## src/rtl/mapt_pkg.sv

```systemverilog
// Shared constants and types for the memory access port.
// Assumes a 32-bit data path split into four byte lanes.
package mapt_pkg;
    localparam int LANES  = 4;
    localparam int BYTE_W = 8;
    localparam int DATA_W = LANES * BYTE_W;
    localparam int OFS_W  = $clog2(LANES);

    typedef enum logic [1:0] {SZ_BYTE, SZ_HALF, SZ_WORD, SZ_BAD} size_e;
    typedef enum logic [1:0] {ST_IDLE, ST_XLAT, ST_ACCESS} state_e;

    // Map a byte count onto the internal size code.
    function automatic size_e decode_size(input logic [2:0] nbytes);
        case (nbytes)
            3'd1:    return SZ_BYTE;
            3'd2:    return SZ_HALF;
            3'd4:    return SZ_WORD;
            default: return SZ_BAD;
        endcase
    endfunction

    // Number of bytes touched by a size code.
    function automatic int size_bytes(input size_e s);
        case (s)
            SZ_BYTE: return 1;
            SZ_HALF: return 2;
            SZ_WORD: return 4;
            default: return 0;
        endcase
    endfunction
endpackage

```

## src/rtl/mapt_lanes.sv

```systemverilog
// Byte-lane steering between a 32-bit value and a memory row.
// Produces byte enables from the size and the row offset, moves store
// data into its lanes, and extracts and zero-extends load data.
// Assumes an aligned access: offset + size never exceeds the row.
module mapt_lanes
    import mapt_pkg::*;
(
    input  size_e                 size,
    input  logic [OFS_W-1:0]      offset,
    input  logic [DATA_W-1:0]     wdata,
    input  logic [DATA_W-1:0]     row_rdata,
    output logic [LANES-1:0]      be,
    output logic [DATA_W-1:0]     lane_wdata,
    output logic [DATA_W-1:0]     load_data
);
    logic [LANES-1:0]  size_mask;
    logic [DATA_W-1:0] shifted;
    logic [DATA_W-1:0] keep;

    // Lanes used by the access before moving them to the row offset.
    always_comb begin
        case (size)
            SZ_BYTE: size_mask = 4'b0001;
            SZ_HALF: size_mask = 4'b0011;
            SZ_WORD: size_mask = 4'b1111;
            default: size_mask = 4'b0000;
        endcase
    end

    // Enables and store data move up by the offset, load data moves down.
    always_comb begin
        be         = size_mask << offset;
        lane_wdata = wdata << (BYTE_W * offset);
        shifted    = row_rdata >> (BYTE_W * offset);
    end

    genvar g;
    generate
        for (g = 0; g < LANES; g++) begin : g_keep
            assign keep[g*BYTE_W +: BYTE_W] = {BYTE_W{size_mask[g]}};
        end
    endgenerate

    assign load_data = shifted & keep;
endmodule

```

## src/rtl/mapt_banks.sv

```systemverilog
// Byte-addressed storage built as one byte-wide bank per lane.
// Writes are per-lane under byte enables. Reads are asynchronous,
// one full row at a time. There is no reset: contents start undefined.
module mapt_banks
    import mapt_pkg::*;
#(
    parameter int ROW_W = 6
) (
    input  logic                clk,
    input  logic                we,
    input  logic [LANES-1:0]    be,
    input  logic [ROW_W-1:0]    row,
    input  logic [DATA_W-1:0]   wdata,
    output logic [DATA_W-1:0]   rdata
);
    localparam int ROWS = 1 << ROW_W;

    genvar g;
    generate
        for (g = 0; g < LANES; g++) begin : g_bank
            logic [BYTE_W-1:0] bank [ROWS];

            // Store this lane's byte when its enable is set.
            always_ff @(posedge clk) begin
                if (we && be[g])
                    bank[row] <= wdata[g*BYTE_W +: BYTE_W];
            end

            assign rdata[g*BYTE_W +: BYTE_W] = bank[row];
        end
    endgenerate
endmodule

```

## src/rtl/mem_access_port.sv

```systemverilog
// Sized little-endian load/store port with an external translation step.
// Takes one request at a time. Illegal sizes fail at once. Legal requests
// are translated first, and a translator exception ends the access
// without touching memory. Otherwise one access cycle reads or writes
// the banks. Assumes the translator rejects misaligned accesses.
module mem_access_port
    import mapt_pkg::*;
#(
    parameter int VA_W    = 32,
    parameter int PA_W    = 8,
    parameter int EXC_W   = 3,
    parameter int EXC_BAD_SIZE = 7
) (
    input  logic               clk,
    input  logic               rst_n,
    input  logic               req_valid,
    input  logic               req_write,
    input  logic [2:0]         req_size,
    input  logic [VA_W-1:0]    req_vaddr,
    input  logic [DATA_W-1:0]  req_wdata,
    output logic               busy,
    output logic               xlat_req,
    output logic               xlat_write,
    output logic [2:0]         xlat_size,
    output logic [VA_W-1:0]    xlat_vaddr,
    input  logic               xlat_done,
    input  logic [EXC_W-1:0]   xlat_exc,
    input  logic [PA_W-1:0]    xlat_paddr,
    output logic               done,
    output logic               ok,
    output logic [DATA_W-1:0]  rdata,
    output logic [EXC_W-1:0]   exc_code,
    output logic [VA_W-1:0]    bad_vaddr
);
    localparam int ROW_W = PA_W - OFS_W;

    state_e             state;
    logic               write_q;
    logic [2:0]         nbytes_q;
    size_e              size_q;
    logic [VA_W-1:0]    vaddr_q;
    logic [DATA_W-1:0]  wdata_q;
    logic [PA_W-1:0]    paddr_q;

    logic [LANES-1:0]   be;
    logic [DATA_W-1:0]  lane_wdata;
    logic [DATA_W-1:0]  row_rdata;
    logic [DATA_W-1:0]  load_data;
    logic               mem_we;

    assign mem_we = (state == ST_ACCESS) && write_q;

    // Sequencer: accept, translate, access, and report the result.
    always_ff @(posedge clk) begin
        if (!rst_n) begin
            state     <= ST_IDLE;
            write_q   <= 1'b0;
            nbytes_q  <= '0;
            size_q    <= SZ_BAD;
            vaddr_q   <= '0;
            wdata_q   <= '0;
            paddr_q   <= '0;
            done      <= 1'b0;
            ok        <= 1'b0;
            rdata     <= '0;
            exc_code  <= '0;
            bad_vaddr <= '0;
        end else begin
            done <= 1'b0;
            case (state)
                ST_IDLE: begin
                    if (req_valid) begin
                        write_q  <= req_write;
                        nbytes_q <= req_size;
                        size_q   <= decode_size(req_size);
                        vaddr_q  <= req_vaddr;
                        wdata_q  <= req_wdata;
                        if (decode_size(req_size) == SZ_BAD) begin
                            done      <= 1'b1;
                            ok        <= 1'b0;
                            rdata     <= '0;
                            exc_code  <= EXC_W'(EXC_BAD_SIZE);
                            bad_vaddr <= req_vaddr;
                        end else begin
                            state <= ST_XLAT;
                        end
                    end
                end
                ST_XLAT: begin
                    if (xlat_done) begin
                        if (xlat_exc != '0) begin
                            done      <= 1'b1;
                            ok        <= 1'b0;
                            rdata     <= '0;
                            exc_code  <= xlat_exc;
                            bad_vaddr <= vaddr_q;
                            state     <= ST_IDLE;
                        end else begin
                            paddr_q <= xlat_paddr;
                            state   <= ST_ACCESS;
                        end
                    end
                end
                ST_ACCESS: begin
                    done     <= 1'b1;
                    ok       <= 1'b1;
                    exc_code <= '0;
                    rdata    <= write_q ? '0 : load_data;
                    state    <= ST_IDLE;
                end
                default: state <= ST_IDLE;
            endcase
        end
    end

    assign busy       = (state != ST_IDLE);
    assign xlat_req   = (state == ST_XLAT);
    assign xlat_write = write_q;
    assign xlat_size  = nbytes_q;
    assign xlat_vaddr = vaddr_q;

    mapt_lanes u_lanes (
        .size       (size_q),
        .offset     (paddr_q[OFS_W-1:0]),
        .wdata      (wdata_q),
        .row_rdata  (row_rdata),
        .be         (be),
        .lane_wdata (lane_wdata),
        .load_data  (load_data)
    );

    mapt_banks #(.ROW_W(ROW_W)) u_banks (
        .clk   (clk),
        .we    (mem_we),
        .be    (be),
        .row   (paddr_q[PA_W-1:OFS_W]),
        .wdata (lane_wdata),
        .rdata (row_rdata)
    );

    // the translation request holds steady until it is answered.
    a_r2_req_held: assert property (@(posedge clk) disable iff (!rst_n)
        (xlat_req && !xlat_done) |=> (xlat_req && $stable(xlat_vaddr)));

    // a memory write only follows a clean translator answer.
    a_r4_write_after_clean: assert property (@(posedge clk) disable iff (!rst_n)
        mem_we |-> $past(xlat_done && xlat_exc == '0));

    // the number of enabled lanes matches the access size.
    a_r6_be_count: assert property (@(posedge clk) disable iff (!rst_n)
        mem_we |-> ($countones(be) == size_bytes(size_q)));

    // a failed completion always carries a nonzero code.
    a_r3_fail_code: assert property (@(posedge clk) disable iff (!rst_n)
        (done && !ok) |-> (exc_code != '0));

    // the faulting address changes only with a failed completion.
    a_r8_bad_hold: assert property (@(posedge clk) disable iff (!rst_n)
        !(done && !ok) |-> $stable(bad_vaddr));
endmodule

```

## config.mk

```make
export PLATFORM = sky130hd
export DESIGN_NAME = mem_access_port
export DESIGN_NICKNAME = d
export VERILOG_FILES = /design/src/rtl/mapt_pkg.sv /design/src/rtl/mapt_lanes.sv /design/src/rtl/mapt_banks.sv /design/src/rtl/mem_access_port.sv
export SDC_FILE = /design/constraint.sdc
export NUM_CORES = 2
export LEC_CHECK = 0
export BUFFER_PORTS_ARGS = -buffer_cell sky130_fd_sc_hd__buf_4
export CAP_MARGIN = 20
export CORE_MARGIN = 1
export CORE_UTILIZATION = 30
export DETAILED_ROUTE_END_ITERATION = 12
export PLACE_DENSITY = 0.57
export SLEW_MARGIN = 20
export SYNTH_ARGS = -nofsm -noshare
export SYNTH_HDL_FRONTEND = slang
export SYNTH_SLANG_ARGS = --single-unit
export TNS_END_PERCENT = 20
```

## constraint.sdc

```tcl
create_clock -name clk -period 4.42 [get_ports clk]
set_input_delay 0.884 -clock clk [delete_from_list [all_inputs] [get_ports clk]]
set_output_delay 0.884 -clock clk [all_outputs]
set_load 0.02 [all_outputs]
```

==> run metrics <==
status=finished clean; WP data arrival=between 5 and 6 ns; CP Max Fanout=27; Die W=538 µm; drt drc=0; largest net degree at the start of global routing=68; Mapped Nets=4753; most frequent cells in the layout=2048 x edfxtp_1, 515 x buf_4, 459 x mux4_2; post-layout util=0.356; initial DRC count=approximately 7800; P_int=34400 µW; hold buffers post-CTS=0; share of the synthesized area in the top cell type=0.712; CP Class=register to register; commonest non-fill, non-tap cell in the layout=edfxtp_1; crit path capture type=register; initial antenna violation count=29; CTS resizes=0; core area=286000 µm²; crit path time final=4.31 ns; Area contributors post-synth=edfxtp_1 71%, mux4_2 12%, dfxtp_1 3.6%; fraction of registers with async set/reset=0; EDFF count, synth=approximately 2000; Post-CTS Setup Bufs=0; Pins Over Slew Limit=0; Synth Flop Type=edfxtp_1; Final Cycle Share=0.974; final setup skew=0.0427 ns; WL/cell=31.4 µm; min-delay worst type=primary input to register; Final Cell Area=102000 µm²; critical path launch point type=register; power share of the sequential group=0.528; Mapped Cells=4668; Sw Ratio=0.208; top cell type by total area after synthesis=edfxtp_1; Slew HR=0.152; total number of H-tree levels=4; IO Port Bufs=189; first-pass iteration count of the detailed router=9; CTS Buf Count=roughly 220; Synth Area per Inst=18.5 µm²; area grow syn2layout=17.9%; share of cells above drive strength 1=0.271; Yosys warning total=0; clock-pin slew on the worst setup and hold paths=~0.070 ns; filler instances=26500; GPL Wtd Cong=0.966; post-synthesis cell area=between 80000 and 90000 µm²; number of global-route vias before repair=47900; unrepaired setup endpoints after global routing=false; Gate power share=0.026; Synth Register Bits=2203; cell area power density=between 400 and 500 nW/µm²; Pleak=0.0334 µW; maxcap violations=0; Fin. Hold Viols=0; clock tree root buffer cell=clkbuf_16; Clock power frac=0.446; Yosys cell types=70; Sink Count=2203; PnR Total Power=43500 µW; VDD IR max=0.437 mV; Remaining Overflow, GRT=0; nets=5239; IO Pins=190; Cell Area, Placed=94300 µm²; die area=between 200000 and 300000 µm²; Max Root-Sink Buffers=3; Seq/Total Area, Yosys=0.748; Routed Antenna Nets=0; Final Routed Wirelength=287000 µm; placed wire-length estimate=191000 µm; CTS tree=done; row count=196; endpoints failing setup=0; Initial Util=0.302; switching power=9050 µW; worst slew pin tran=1.24 ns; vias per cell=5.45; f_max=0.232 GHz; first-pass GRT wire length=a little under 400000 µm; Vias=between 40000 and 50000; Worst Path Required=about 5.2 ns; Vert. Die Dim=~540 µm; Clock Latency Late Sink=0.87 ns; GRT Resource Usage Total=0.193
path summary, 6_finish.rpt:
kind,startpoint,to,slack [ns],cells after the start
min reg2reg,wdata_q[30],wdata_q[30],0.46,2
min,req_wdata[8],wdata_q[8],0.26,3
max,register,rdata[11],0.11,10
max reg2reg,register,rdata[11],0.11,10
state kept, by name (all words and copies together), names as in the netlist, named ones only:
| register | flops |
|---|---|
| ok | 1 |
| u_banks.g_bank.bank | 2048 |
| exc_code | 3 |
| size_q | 2 |
| done | 1 |
| bad_vaddr | 32 |
| xlat_write | 1 |
| xlat_size | 3 |
| xlat_vaddr | 32 |
| rdata | 32 |
| paddr_q | 8 |
| wdata_q | 32 |
| state | 2 |
worst max-delay path: stages, from the launching register on:
cell and delay (ns):
dfxtp_4 0.80, buf_12 0.28, buf_12 0.24, mux4_2 0.53
a311oi_1 0.54, nand3_1 0.16, a211oi_1 0.82, a311oi_1 0.11
buf_4 0.21, a222oi_1 0.34, inv_1 0.08
cell type report:
class,instances,area [µm²],area share
diodes,16,40.0,0.000393
well taps,3762,4710,0.0462
flip-flops and latches,2203,64600,0.635
clock buffers,264,5750,0.0565
multi-input cells,2171,20500,0.201
inverters,15,60.1,0.000590
clock inverters,140,1670,0.0164
repair buffers,544,4450,0.0437
logic make-up (layout without fill, tap and decap cells):
group | Yosys count | after routing | share of synthesized area
muxes | 688 | 688 | 0.147
other | 0 | 16 | 0
AOI/OAI and AO/OA | 477 | 477 | 0.0372
DFF | 2203 | 2203 | 0.748
buffers and inverters | 294 | 963 | 0.0180
xor gates and xnor gates | 3 | 3 | 0.000304
adders and majority gates | 2 | 2 | 0.000290
and+or+nand+nor | 1001 | 1001 | 0.0488
through the flow:
stage | worst slack [ns] | setup TNS (ns) | instances | hold WS, ns
finish | 0.115 | 0 | 9115 | 0.263
CTS | 0.232 | 0 | 9097 | 0.213
detailed placement | 0.250 | 0 | 8693 | 0.447
global route | 0.0832 | 0 | 9100 | 0.249
global placement | 0.185 | 0 | 8692 | 0.448
floorplan | -0.226 | -43.32 | 4668 | 0.432
power groups by stage:
stage                     combinational (µW)  clock, µW  sequential, µW
after floorplan                          478          0           23500
after global placement                  1090          0           23400
after detailed placement                1120          0           23400
final                                   1130      19400           23000
after CTS                               1120      19600           23000
after global routing                    1200      20400           23000
cells in the mapped netlist (all sizes together), types with 4 or more instances:
cell,n
clkinv,4
a221oi,18
or3,5
o221ai,22
o2111ai,4
or2,9
o21ai,48
nor3,32
mux2,44
and2,22
nor3b,6
o22ai,51
o211ai,11
buf,150
a32oi,6
a31oi,9
and3,10
nand3,40
inv,11
a22o,9
nand2b,15
a21oi,141
mux4,459
a211oi,30
o41ai,4
mux2i,185
nand2,424
nor2b,31
nor2,372
a311oi,38
a21boi,4
clkbuf,129
nand3b,5
a22oi,47
nand4,7
dfxtp,155
o32ai,5
nor4,15
edfxtp,2048
per-layer routing:
metal  track usage  vias up  routed length [µm]  part of all wire
li1              -    19700                   -                 -
met1         0.260    26200              113000              0.39
met2         0.291     3143              127000              0.44
met3        0.0557      592               33300              0.12
met4        0.0817       20               13400             0.047
met5             0        -                 134           0.00047
No activity file was read; power rests on OpenSTA's default activity.
